**src/rtl/corr_pkg.sv**
```systemverilog
package corr_pkg;
  typedef struct packed {
    logic load;    // sample accepted this cycle
    logic step;    // accumulate one row of taps
    logic finish;  // last row: publish the result
  } corrStrobes_t;

  function automatic int safeClog2(input int n);
    return (n > 1) ? $clog2(n) : 1;
  endfunction
endpackage

```
**src/rtl/corr_ctrl.sv**
```systemverilog
module corr_ctrl
  import corr_pkg::*;
#(
  parameter int STEPS = 4,
  parameter int SW    = 2
) (
  input  logic         clk,
  input  logic         rst,
  input  logic         irdy,
  output logic         crdy,
  output corrStrobes_t strobes,
  output logic [SW-1:0] stepCnt
);
  typedef enum logic {ST_IDLE, ST_RUN} ctrlState_t;
  ctrlState_t state;

  always_comb begin
    crdy           = (state == ST_IDLE);
    strobes.load   = irdy && crdy;
    strobes.step   = (state == ST_RUN);
    strobes.finish = (state == ST_RUN) && (stepCnt == SW'(STEPS - 1));
  end

  always_ff @(posedge clk) begin
    if (rst) begin
      state   <= ST_IDLE;
      stepCnt <= '0;
    end else begin
      case (state)
        ST_IDLE: if (strobes.load) begin
          state   <= ST_RUN;
          stepCnt <= '0;
        end
        ST_RUN: if (strobes.finish) state <= ST_IDLE;
                else stepCnt <= stepCnt + 1'b1;
        default: state <= ST_IDLE;
      endcase
    end
  end
endmodule

```
**src/rtl/corr_datapath.sv**
```systemverilog
module corr_datapath
  import corr_pkg::*;
#(
  parameter int DWIDTH    = 4,
  parameter int NUM_TAP   = 16,
  parameter int MWIDTH    = 4,
  parameter int NUM_CHAN  = 2,
  parameter int NUM_SEQ   = 2,
  parameter int OS        = 1,
  parameter bit IS_SIGNED = 1'b0,
  localparam int STEPS = NUM_TAP / MWIDTH,
  localparam int DEPTH = OS * NUM_TAP,
  localparam int AW    = safeClog2(DEPTH),
  localparam int SW    = safeClog2(STEPS),
  localparam int CHW   = safeClog2(NUM_CHAN),
  localparam int SQW   = safeClog2(NUM_SEQ),
  localparam int CROWS = NUM_SEQ * STEPS,
  localparam int RAW   = safeClog2(CROWS),
  localparam int RW    = DWIDTH + $clog2(NUM_TAP) + 1
) (
  input  logic              clk,
  input  logic              rst,
  input  corrStrobes_t      strobes,
  input  logic [SW-1:0]     stepCnt,
  input  logic [DWIDTH-1:0] din,
  input  logic [CHW-1:0]    chanIn,
  input  logic [SQW-1:0]    codeSelIn,
  input  logic              blockStartIn,
  input  logic [RAW-1:0]    coeffAddr,
  input  logic [MWIDTH-1:0] coeffWdat,
  input  logic              coeffWr,
  output logic              ordy,
  output logic [RW-1:0]     dout,
  output logic [CHW-1:0]    chanOut,
  output logic              blockStartOut
);
  logic [DWIDTH-1:0] taps     [NUM_CHAN][DEPTH];
  logic [AW-1:0]     wrPtr    [NUM_CHAN];
  logic [MWIDTH-1:0] codeRows [CROWS];

  logic [CHW-1:0]  jobChan;
  logic [SQW-1:0]  jobSeq;
  logic [AW-1:0]   jobBase;
  logic            jobMark;
  logic signed [RW-1:0] acc, partial;
  logic [RAW-1:0]  rowIdx;
  logic [MWIDTH-1:0] codeRow;

  // row of the selected sequence that belongs to this accumulate step
  always_comb begin
    rowIdx  = RAW'(int'(jobSeq) * STEPS + int'(stepCnt));
    codeRow = codeRows[rowIdx];
  end

  // MWIDTH cells: tap k*MWIDTH+m reads the sample of age (k*MWIDTH+m)*OS
  always_comb begin
    int tapNo;
    int addr;
    logic [DWIDTH-1:0] smp;
    logic signed [RW-1:0] ext;
    partial = '0;
    for (int m = 0; m < MWIDTH; m++) begin
      tapNo = int'(stepCnt) * MWIDTH + m;
      addr  = int'(jobBase) - tapNo * OS;
      if (addr < 0) addr = addr + DEPTH;
      smp = taps[jobChan][addr[AW-1:0]];
      if (IS_SIGNED) ext = {{(RW-DWIDTH){smp[DWIDTH-1]}}, smp};
      else           ext = {{(RW-DWIDTH){1'b0}}, smp};
      if (codeRow[m])     partial = partial + ext;
      else if (IS_SIGNED) partial = partial - ext;
    end
  end

  always_ff @(posedge clk) begin
    ordy          <= 1'b0;
    blockStartOut <= 1'b0;
    if (rst) begin
      for (int c = 0; c < NUM_CHAN; c++) begin
        wrPtr[c] <= '0;
        for (int d = 0; d < DEPTH; d++) taps[c][d] <= '0;
      end
      for (int r = 0; r < CROWS; r++) codeRows[r] <= '0;
      jobChan <= '0;
      jobSeq  <= '0;
      jobBase <= '0;
      jobMark <= 1'b0;
      acc     <= '0;
      dout    <= '0;
      chanOut <= '0;
    end else begin
      if (coeffWr) codeRows[coeffAddr] <= coeffWdat;
      if (strobes.load) begin
        taps[chanIn][wrPtr[chanIn]] <= din;
        wrPtr[chanIn] <= (wrPtr[chanIn] == AW'(DEPTH - 1)) ? '0 : wrPtr[chanIn] + 1'b1;
        jobChan <= chanIn;
        jobSeq  <= codeSelIn;
        jobBase <= wrPtr[chanIn];
        jobMark <= blockStartIn;
        acc     <= '0;
      end
      if (strobes.step) acc <= acc + partial;
      if (strobes.finish) begin
        dout          <= acc + partial;
        ordy          <= 1'b1;
        chanOut       <= jobChan;
        blockStartOut <= jobMark;
      end
    end
  end
endmodule

```
**src/rtl/code_correlator.sv**
```systemverilog
module code_correlator
  import corr_pkg::*;
#(
  parameter int DWIDTH    = 4,
  parameter int NUM_TAP   = 16,
  parameter int MWIDTH    = 4,
  parameter int NUM_CHAN  = 2,
  parameter int NUM_SEQ   = 2,
  parameter int OS        = 1,
  parameter bit IS_SIGNED = 1'b0,
  localparam int STEPS = NUM_TAP / MWIDTH,
  localparam int SW    = safeClog2(STEPS),
  localparam int CHW   = safeClog2(NUM_CHAN),
  localparam int SQW   = safeClog2(NUM_SEQ),
  localparam int RAW   = safeClog2(NUM_SEQ * STEPS),
  localparam int RW    = DWIDTH + $clog2(NUM_TAP) + 1
) (
  input  logic              clk,
  input  logic              rst,
  output logic              crdy,
  input  logic              irdy,
  input  logic [DWIDTH-1:0] din,
  input  logic [CHW-1:0]    chanIn,
  input  logic [SQW-1:0]    codeSelIn,
  input  logic              blockStartIn,
  output logic              ordy,
  output logic [RW-1:0]     dout,
  output logic [CHW-1:0]    chanOut,
  output logic              blockStartOut,
  input  logic [RAW-1:0]    coeffAddr,
  input  logic [MWIDTH-1:0] coeffWdat,
  input  logic              coeffWr
);
  corrStrobes_t  strobes;
  logic [SW-1:0] stepCnt;

  corr_ctrl #(.STEPS(STEPS), .SW(SW)) u_ctrl (
    .clk(clk), .rst(rst), .irdy(irdy), .crdy(crdy),
    .strobes(strobes), .stepCnt(stepCnt)
  );

  corr_datapath #(
    .DWIDTH(DWIDTH), .NUM_TAP(NUM_TAP), .MWIDTH(MWIDTH), .NUM_CHAN(NUM_CHAN),
    .NUM_SEQ(NUM_SEQ), .OS(OS), .IS_SIGNED(IS_SIGNED)
  ) u_dp (
    .clk(clk), .rst(rst), .strobes(strobes), .stepCnt(stepCnt),
    .din(din), .chanIn(chanIn), .codeSelIn(codeSelIn), .blockStartIn(blockStartIn),
    .coeffAddr(coeffAddr), .coeffWdat(coeffWdat), .coeffWr(coeffWr),
    .ordy(ordy), .dout(dout), .chanOut(chanOut), .blockStartOut(blockStartOut)
  );
endmodule

```
**config.mk**
```make
export PLATFORM = sky130hd
export DESIGN_NAME = code_correlator
export DESIGN_NICKNAME = d
export VERILOG_FILES = /design/src/rtl/corr_pkg.sv /design/src/rtl/corr_ctrl.sv /design/src/rtl/corr_datapath.sv /design/src/rtl/code_correlator.sv
export SDC_FILE = /design/constraint.sdc
export NUM_CORES = 1
export LEC_CHECK = 0
export BUFFER_PORTS_ARGS = -buffer_cell sky130_fd_sc_hd__clkbuf_2
export CAP_MARGIN = 30
export CORE_ASPECT_RATIO = 0.7
export CORE_MARGIN = 2
export CORE_UTILIZATION = 61
export CTS_CLUSTER_DIAMETER = 30
export CTS_CLUSTER_SIZE = 25
export DETAILED_ROUTE_END_ITERATION = 10
export GPL_TIMING_DRIVEN = 0
export PLACE_DENSITY = 0.88
export SYNTH_ARGS = -nofsm -noshare
export SYNTH_HDL_FRONTEND = slang
export SYNTH_HIERARCHICAL = 1
export SYNTH_SLANG_ARGS = --single-unit
```
**constraint.sdc**
```tcl
create_clock -name clk -period 20.8 [get_ports clk]
set_input_delay 3.12 -clock clk [delete_from_list [all_inputs] [get_ports clk]]
set_output_delay 3.12 -clock clk [all_outputs]
set_load 0.05 [all_outputs]
```
After elaboration in Yosys (flattened, before gate mapping)
Memories as Yosys holds them, arrays and structs flattened. A register that Yosys moved wholly into a read port is not among the register bits.
Cells that the tools add are included.
{"block": "word_totals", "mem_count": 3, "reg_bits": 31, "inputBits": 18, "ram_bits": 168, "word_cells": 113, "output_inout_bits": 13}
{"memory": "u_dp.taps", "depth": 2, "width": 64, "read_ports": 1, "rd_ports_with_merged_regs": 1, "wr": 2, "line_no": "corr_datapath.sv:37", "source": "logic [DWIDTH-1:0] taps [NUM_CHAN][DEPTH];"}
{"memory": "u_dp.codeRows", "depth": 8, "width": 4, "read_ports": 1, "rd_ports_with_merged_regs": 0, "wr": 8, "line_no": "corr_datapath.sv:39", "source": "logic [MWIDTH-1:0] codeRows [CROWS];"}
{"memory": "u_dp.wrPtr", "depth": 2, "width": 4, "read_ports": 1, "rd_ports_with_merged_regs": 0, "wr": 2, "line_no": "corr_datapath.sv:38", "source": "logic [AW-1:0] wrPtr [NUM_CHAN];"}
{"block": "op_classes", "n_lt_le_gt_ge": 10, "n_mux": 51, "add_sub_neg": 18, "eq_ne": 4, "reduce_logical": 9, "n_bitwise": 7}
{"operator": "two-way mux 64 bit", "n": 3}
{"operator": "less-than comparator 32 x 1 -> 1 bit (second input constant)", "n": 3}
{"operator": "two-way mux 4 bit", "n": 17}
{"operator": "binary-select mux 4 bit (select 4 bit)", "n": 4}
{"operator": "OR reduction 64 bit", "n": 1}
{"operator": "two-way mux 9 bit", "n": 5}
{"operator": ">= comparator 5 bit (second input constant)", "n": 5}
{"operator": "inverter 4 -> 5 bit", "n": 5}
{"operator": "adder 4 x 1 -> 4 bit (second input constant)", "n": 5}
{"operator": "adder 9 x 5 -> 9 bit", "n": 2}
{"operator": "subtractor 4 x 5 -> 6 bit", "n": 3}
{"operator": "demux 4 bit (select 4 bit)", "n": 1}
{"operator": "two-way mux 1 bit", "n": 16}
{"operator": "adder 4 x 2 -> 5 bit (second input constant)", "n": 2}
{"operator": "less-than comparator 5 x 1 -> 1 bit (second input constant)", "n": 2}
{"operator": "adder 9 bit", "n": 1}
{"operator": "OR reduction 4 bit", "n": 2}
{"operator": "adder 4 x 1 -> 5 bit (second input constant)", "n": 1}
{"operator": "adder 4 x 4 -> 5 bit", "n": 1}
{"operator": "subtractor 4 x 4 -> 5 bit", "n": 1}
{"operator": "== test 4 bit (second input constant)", "n": 1}
{"operator": "two-way mux 2 bit", "n": 2}
{"operator": "case mux 2 bit (2 select lines)", "n": 1}
{"operator": "adder 3 x 2 -> 3 bit", "n": 1}
{"operator": "other kinds (11)", "n": 14}

Longest topological paths before layout
Gate-level depths: netlist of the first run.
{"block": "logic_depth", "word_depth": 16, "mapped_depth": 30, "ltp_nobuf": 27}

Modules after synthesis
Netlist of the first run, hierarchy kept.
{"module": "corr_datapath", "cells_each": 864, "instances": 1, "area_per_inst_um2": 11802.6, "seq_area_each_um2": 5625.4}
{"module": "corr_ctrl", "cells_each": 16, "instances": 1, "area_per_inst_um2": 142.6, "seq_area_each_um2": 60.1}

Least setup slack after synthesis of the first run
No wires, ideal clock.
{"block": "synth_timing", "path_type": "reg-to-reg", "startpoint": "register u_ctrl.stepCnt[0]", "endpoint": "register u_dp.acc[7]", "arrival_ps": 7097, "setup_ps": 70, "n_path_buf": 3, "required_ps": 20730, "slack_ps": 13632, "period_less_slack_ps": 7168, "stages_incl_launch_ff": 30, "path_cell_list": "dfxtp_1 > buf_2 > inv_1 > ha_1 > clkbuf_8 > clkbuf_8 > xor2_1 > mux4_2 > mux2_2 > ha_1 > fa_1 > nand2b_1 > o31ai_2 > inv_1 > fa_1 > inv_1 > mux2_4 > ha_1 > a21o_1 > a21oi_1 > inv_1 > a21oi_1 > nor3_1 > xor2_1 > a21o_1 > ha_1 > nor3_1 > a211oi_1 > mux2_2 > a21oi_1"}
{"block": "synth_via", "elab_chain_len": 16, "word_cells_on_any_way": 46, "cone_classes": "add/sub: 16; order compare: 4; mux: 21; bitwise: 4; memory: 1"}
{"item": "from (decl)", "line_no": "corr_ctrl.sv:12", "source": "output logic [SW-1:0] stepCnt"}
{"item": "from (signal assigned)", "line_no": "corr_ctrl.sv:35", "source": "else stepCnt <= stepCnt + 1'b1;"}
{"item": "adder 4 x 1 -> 5 bit / subtractor 4 x 4 -> 5 bit (equally long branches)", "line_no": "corr_datapath.sv:63, corr_datapath.sv:64"}
{"item": "subtractor 4 x 5 -> 6 bit, or another cell as far along", "line_no": "corr_datapath.sv:64", "source": "addr = int'(jobBase) - tapNo * OS;"}
{"item": "less-than comparator 32 x 1 -> 1 bit, or another cell as far along", "line_no": "corr_datapath.sv:65", "source": "if (addr < 0) addr = addr + DEPTH;"}
{"item": "two-way mux 4 bit / inverter 4 -> 5 bit (equally long branches)", "line_no": "corr_datapath.sv:65, corr_datapath.sv:66"}
{"item": "inverter 4 -> 5 bit (implied by the code) / binary-select mux 4 bit (select 4 bit) (equally long branches)", "line_no": "corr_datapath.sv:66", "source": "smp = taps[jobChan][addr[AW-1:0]];"}
{"item": "binary-select mux 4 bit (select 4 bit) / two-way mux 4 bit (equally long branches)", "line_no": "corr_datapath.sv:66"}
{"item": "two-way mux 4 bit (implied by the code)", "line_no": "corr_datapath.sv:66"}
{"item": "two-way mux 4 bit, on equally long branches", "line_no": "corr_datapath.sv:66, corr_datapath.sv:69"}
{"item": "adder 4 x 4 -> 5 bit", "line_no": "corr_datapath.sv:69", "source": "if (codeRow[m]) partial = partial + ext;"}
{"item": "two-way mux 9 bit", "line_no": "corr_datapath.sv:69"}
{"item": "adder 9 x 5 -> 9 bit", "line_no": "corr_datapath.sv:69"}
{"item": "two-way mux 9 bit", "line_no": "corr_datapath.sv:69"}
{"item": "adder 9 x 5 -> 9 bit", "line_no": "corr_datapath.sv:69"}
{"item": "two-way mux 9 bit (*)", "line_no": "corr_datapath.sv:69"}
{"item": "adder 9 bit (*)", "line_no": "corr_datapath.sv:101", "source": "if (strobes.step) acc <= acc + partial;"}
{"item": "two-way mux 9 bit (*)", "line_no": "corr_datapath.sv:101"}
{"item": "to (signal assigned)", "line_no": "corr_datapath.sv:101"}
{"item": "to (decl)", "line_no": "corr_datapath.sv:45", "source": "logic signed [RW-1:0] acc, partial;"}
Every way passes the cells marked *; elsewhere a longest branch is shown, timed or not. The select of a mux whose other input is x is not followed.
A chain may end at the register's enable or synchronous reset.

Worst setup path after layout of the first run
Same ends and word-level chain as after synthesis.

==> reports/results.ini, run 1 <==
[run_status]
status = finished clean

[yosys]
syn_nets = 934
syn_inst = 880
ys_seq_elements = 200
yosysWarnings = 6
ys_async_sr_fraction_pct = 0
yosysSeqAreaShare_pct = 47.6
synthesis.area_sq_um = 11900
synth.avg_cell_area_sq_um = 13.6
ys_types = 62
synth_edf_count = 168
synth-main-ff-cell = edfxtp_1

[drt]
dr.pass1.iters = 6
antenna_left = 0
drc = 0
num_vias = 8675
routed_via_density = 7.18
wl_um = 34900
drtIter0Drc = 1702
wl_per_cell_um = 28.9

[timing]
rsz0062_at_grt = false
finalSetupTns_ns = 0
fmax_mhz = 128
worst_slew_pin_slew_ns = 0.924
worst_slack_ns = 13.00
drv_slew = 0
period_minus_slack_ns = 7.80
worst_clock_skew_ns = 0.0188
period_share_pct = 37.5
setup_viol_count_final = 0
fin_hold_ws_ns = 0.457
hold_viol_final = 0
slew_headroom_pct = 37.8

[global_route]
antenna_found_initial = 0
grt_use_total_pct = 35.5
met2_usage_pct = 49.6
overflow = 0
top_usage_layer = met1
met1_usage_pct = 50.0
use_met3_pct = 18.0
grt_first_pass_wirelength_um = 52000
first_global_vias = 8284
grt_start_max_net_pins = 22

[power]
leakage_nw = 4.64
power.total_mw = 1.17
pwr_density_cell_nw_per_um2 = 89.5
ir_worst_vdd_v = 0.0000560

[setup_path]
required_ns = 21.16
critical-path-max-stage-delay_ns = 0.52
cp.arrival_ns = 8.16
regToRegSetupSlack_ns = 13.00
rr_endpoint = u_dp/acc[7]$_SDFFE_PP0P_
startpoint_type = flop
rr_startpoint = u_ctrl/stepCnt[0]$_SDFFE_PP0P_
slowest_stage = mux4_2
crit_type = reg -> reg
crit_path_max_fanout = 10
endpoint_kind = flop
reg2reg_depth = 30

[hold_path]
hold_class = reg -> reg
hp-start = u_dp/jobMark$_SDFFE_PP0P_
hold_end = u_dp/blockStartOut$_SDFF_PP0_
worstHoldPathCells = 1

[clock_tree]
cts_tree = done
clock_latency_ns = 0.44
clock_sinks = 200
clockBufferDepth = 2
cts-htree-levels = 4
post_cts_buffers = 0
cts_inserted_buffers = 17
clk_pin_slew_ns = 0.08
cts-root-buf = clkbuf_16
cts_resized = 0
holdBufCountCts = 0

[placement]
gp_congestion = 1.04
dp_hpwl_um = 26000
numPortBuffers = 30
dp_slack_ns = 13.12
dpl.cell_count = 1175
placed_cell_area_sq_um = 12400

[job]
drv_cap = 0

[finish]
final_common_cell = edfxtp_1
fin_area_sq_um = 13100
layout_common_cells = 168 x edfxtp_1, 108 x nor2_1, 97 x mux4_2, 47 x and2_1
utilization_pct = 68.7
fin_nets = 984
fin_cells = 1209
drive_gt1_share_pct = 22.8
area_growth_pct = 9.34

[die]
placeableCoreArea_sq_um = 19000
io_pins = 31
die-area_sq_um = 20700
fp.dieW_um = 171
rows = 42
initial_core_util_pct = 62.8
die_h_um = 121

logic make-up after synthesis:
kind of cell / Yosys count / synth area share [%]
adder cells (fa/ha/maj): 36 / 4.09
multiplexers: 160 / 26.4
flip-flops: 200 / 47.6
buffers and inverters: 85 / 3.61
XOR/XNOR: 20 / 1.78
AO/OA/AOI/OAI: 114 / 5.78
AND/OR/NAND/NOR: 265 / 10.7
layout make-up:
cell class	instances	area [sq um]
diodes	2	5.00
plain buffers	54	315
clock buffers	17	425
clock inverters	15	198
fillers	1245	5960
inverters	31	116
multi-input cells	595	5830
flip-flops and latches	200	5690
well taps	264	330
repair buffers	31	158
sequential cells by signal, indices dropped and copies added, names as in the netlist, 2 cells and up, named ones only:
name,flops
u_ctrl/stepCnt,2
u_dp/acc,9
u_dp/codeRows,32
u_dp/dout,9
u_dp/jobBase,4
u_dp/taps,128
u_dp/wrPtr,8
critical path: cells and delay by family, from the launching register on:
family                     cells  cell delay (ns)
AOI/OAI and AO/OA              7             1.39
xor gates and xnor gates       2             0.39
DFF                            1             0.45
adders and majority gates      6             2.35
buffers and inverters          8             1.40
and+or+nand+nor                3             0.24
muxes                          4             1.49
report_power, final:
| group | switching [mW] | internal [mW] | leakage, nW |
|---|---|---|---|
| combinational | 0.189 | 0.159 | 2.38 |
| sequential | 0.0186 | 0.458 | 1.96 |
| clock | 0.167 | 0.176 | 0.303 |
| total | 0.375 | 0.793 | 4.64 |
worst max-delay path by stage:
| stage | from | to | slack (ns) | depth (start not counted) |
|---|---|---|---|---|
| floorplan | u_ctrl/stepCnt[0]$_SDFFE_PP0P_ | u_dp/acc[7]$_SDFFE_PP0P_ | 13.63 | 29 |
| finish | u_ctrl/stepCnt[0]$_SDFFE_PP0P_ | u_dp/acc[7]$_SDFFE_PP0P_ | 13.00 | 30 |
| CTS | u_ctrl/stepCnt[0]$_SDFFE_PP0P_ | u_dp/acc[7]$_SDFFE_PP0P_ | 13.02 | 30 |
| detailed placement | u_ctrl/stepCnt[0]$_SDFFE_PP0P_ | u_dp/acc[7]$_SDFFE_PP0P_ | 13.12 | 30 |
| global route | u_dp/jobBase[0]$_SDFFE_PP0P_ | u_dp/dout[8]$_SDFFE_PP0P_ | 12.52 | 27 |
| global placement | u_ctrl/stepCnt[0]$_SDFFE_PP0P_ | u_dp/acc[7]$_SDFFE_PP0P_ | 12.74 | 29 |
synth_stat cells, types with 5 or more instances:
| library cell | n | area share (%) |
|---|---|---|
| a21oi_1 | 39 | 1.6 |
| mux4_1 | 17 | 3.7 |
| clkbuf_8 | 5 | 0.58 |
| clkbuf_1 | 29 | 0.91 |
| buf_2 | 5 | 0.21 |
| fa_1 | 5 | 0.84 |
| dfxtp_1 | 32 | 5.4 |
| a21o_1 | 9 | 0.57 |
| nor3b_1 | 6 | 0.38 |
| nand2_1 | 39 | 1.2 |
| nor2b_1 | 6 | 0.31 |
| nand3_1 | 19 | 0.80 |
| ha_1 | 31 | 3.2 |
| edfxtp_1 | 168 | 42 |
| a211oi_1 | 10 | 0.63 |
| nand2b_1 | 9 | 0.47 |
| nor3_1 | 12 | 0.50 |
| xnor2_1 | 10 | 0.73 |
| nor2_1 | 108 | 3.4 |
| xor2_1 | 8 | 0.59 |
| mux4_2 | 97 | 18 |
| mux2_2 | 17 | 1.6 |
| buf_1 | 6 | 0.19 |
| inv_1 | 29 | 0.91 |
| and2_1 | 47 | 2.5 |
| o21ai_0 | 32 | 1.3 |
| mux2i_1 | 24 | 2.0 |
| buf_6 | 6 | 0.57 |
routing by layer:
| metal | share of wire [%] | vias up |
|---|---|---|
| li1 | - | 3495 |
| met1 | 35 | 4274 |
| met2 | 43 | 830 |
| met3 | 20 | 76 |
| met4 | 1.9 | 0 |
| met5 | 0 | - |
No activity file was read; power rests on OpenSTA's default activity.
==> inputs of run 2 (changes only) <==
--- a/config.mk
+++ b/config.mk
@@ -9,12 +9,12 @@
 export CAP_MARGIN = 30
 export CORE_ASPECT_RATIO = 0.7
 export CORE_MARGIN = 2
-export CORE_UTILIZATION = 61
+export CORE_UTILIZATION = 57
 export CTS_CLUSTER_DIAMETER = 30
 export CTS_CLUSTER_SIZE = 25
 export DETAILED_ROUTE_END_ITERATION = 10
 export GPL_TIMING_DRIVEN = 0
-export PLACE_DENSITY = 0.88
+export PLACE_DENSITY = 0.87
 export SYNTH_ARGS = -nofsm -noshare
 export SYNTH_HDL_FRONTEND = slang
 export SYNTH_HIERARCHICAL = 1
==> constraint.sdc (replaced) <==
create_clock -name clk -period 6.6 [get_ports clk]
set_input_delay 0.99 -clock clk [delete_from_list [all_inputs] [get_ports clk]]
set_output_delay 0.99 -clock clk [all_outputs]
set_load 0.05 [all_outputs]
==> reports/results.ini, run 2 (same netlist as run 1, synthesis figures left out) <==
[timing]
fmax_mhz = 156
hold_viol_final = 0
drv_slew = 0
period_minus_slack_ns = 6.42
worst_clock_skew_ns = 0.0135
slew_headroom_pct = 37.5
period_share_pct = 97.3
setup_viol_count_final = 0
worst_slew_pin_slew_ns = 0.929

[global_route]
grt_start_max_net_pins = 19
use_met3_pct = 17.8
overflow = 0
first_global_vias = 8460
antenna_found_initial = 0
grt_use_total_pct = 33.6
met2_usage_pct = 46.9
grt_first_pass_wirelength_um = 53300
met1_usage_pct = 46.4
top_usage_layer = met2

[setup_path]
crit_path_max_fanout = 5
critical-path-max-stage-delay_ns = 0.56
crit_type = reg -> reg
required_ns = 6.97
startpoint_type = flop
slowest_stage = mux4_2
cpMostUsedCell = buf_12
endpoint_kind = flop
cp.arrival_ns = 6.80

[placement]
dpl.cell_count = 1186
numPortBuffers = 30
dp_hpwl_um = 26000
gp_congestion = 0.965

[power]
power.total_mw = 3.73
ir_worst_vdd_v = 0.000170
leakage_nw = 4.77
pwr_density_cell_nw_per_um2 = 278

[finish]
layout_common_cells = 168 x edfxtp_1, 108 x nor2_1, 97 x mux4_2, 47 x and2_1, 39 x nand2_1
drive_gt1_share_pct = 26.9
fin_nets = 1001
diodes = 0
fin_cells = 1235
regMostFlops = u_dp/taps
area_growth_pct = 12.6
utilization_pct = 65.1
final_common_cell = edfxtp_1
reg_top3 = u_dp/taps: 128 flops, u_dp/codeRows: 32 flops
largest_register_ffs = 128

[clock_tree]
holdBufCountCts = 0
clockBufferDepth = 2
cts-root-buf = clkbuf_16
cts_inserted_buffers = 17
cts_tree = done
cts-htree-levels = 4
clock_sinks = 200
clock_latency_ns = 0.45
clk_pin_slew_ns = 0.07

[drt]
routed_via_density = 7.23
wl_um = 36500
drtIter0Drc = 1920
num_vias = 8934
antenna_left = 0
drc = 0
wl_per_cell_um = 29.6
dr.pass1.iters = 6

[hold_path]
hold_class = reg -> reg

[die]
io_pins = 31
placeableCoreArea_sq_um = 20600
rows = 44
die-area_sq_um = 22100
die_h_um = 125
fp.dieW_um = 177
initial_core_util_pct = 57.9

[job]
drv_cap = 0

[run_status]
status = finished clean

-- run 2: final cells by class --
| cell class | count | area [sq um] |
|---|---|---|
| Timing Repair Buffer | 52 | 344 |
| Clock buffer | 18 | 429 |
| Buffer | 50 | 424 |
| Tap cell | 276 | 345 |
| Fill cell | 1361 | 7200 |
| Inverter | 31 | 125 |
| Multi-Input combinational cell | 595 | 5950 |
| Clock inverter | 13 | 138 |
| Sequential cell | 200 | 5690 |
-- run 2: where the power goes --
group	switching [mW]	total (mW)	internal, mW
sequential	0.0624	1.51	1.44
clock	0.499	1.03	0.531
combinational	0.637	1.20	0.559
total	1.20	3.73	2.54
-- run 2: critical path: cells and delay by family, from the launching register on --
kind	cells	cell delay, ns
mux	5	1.98
fa+ha+maj	5	1.75
compound gates	7	1.22
buf+inv	7	0.67
flops	1	0.38
simple gates	3	0.21
xor+xnor	1	0.16
-- run 2: worst paths after layout --
kind | slack [ns] | depth (start not counted) | to | from
worst min-delay path | 0.47 | 1 | u_dp/blockStartOut$_SDFF_PP0_ | u_dp/jobMark$_SDFFE_PP0P_
worst min register to register | 0.47 | 1 | u_dp/blockStartOut$_SDFF_PP0_ | u_dp/jobMark$_SDFFE_PP0P_
worst max-delay path | 0.18 | 28 | u_dp/acc[7]$_SDFFE_PP0P_ | flop
worst max register to register | 0.18 | 28 | u_dp/acc[7]$_SDFFE_PP0P_ | flop
-- run 2: through the flow --
stage	hold slack [ns]	setup WS (ns)	setup TNS (ns)	area (sq um)
after detailed placement	0.446	-0.869	-7.21	12500
after floorplan	0.429	0.0138	0	12000
after global routing	0.503	-0.0239	-0.0239	13400
final	0.471	0.175	0	13400
after CTS	0.463	0.00557	0	13300
after global placement	0.439	-0.732	-5.72	12500
-- run 2: routing by layer --
layer / vias up / routed length (um)
li1: 3539 / -
met1: 4302 / 12500
met2: 946 / 15300
met3: 147 / 7390
met4: 0 / 1300
met5: - / 0
-- run 2: what timing repair did --
| action | in CTS | in global routing |
|---|---|---|
| gates resized for setup | 42 | 28 |
| endpoints found under the setup margin | 15 | 8 |
| pin swaps | 3 | 7 |
| setup buffers | 15 | 7 |
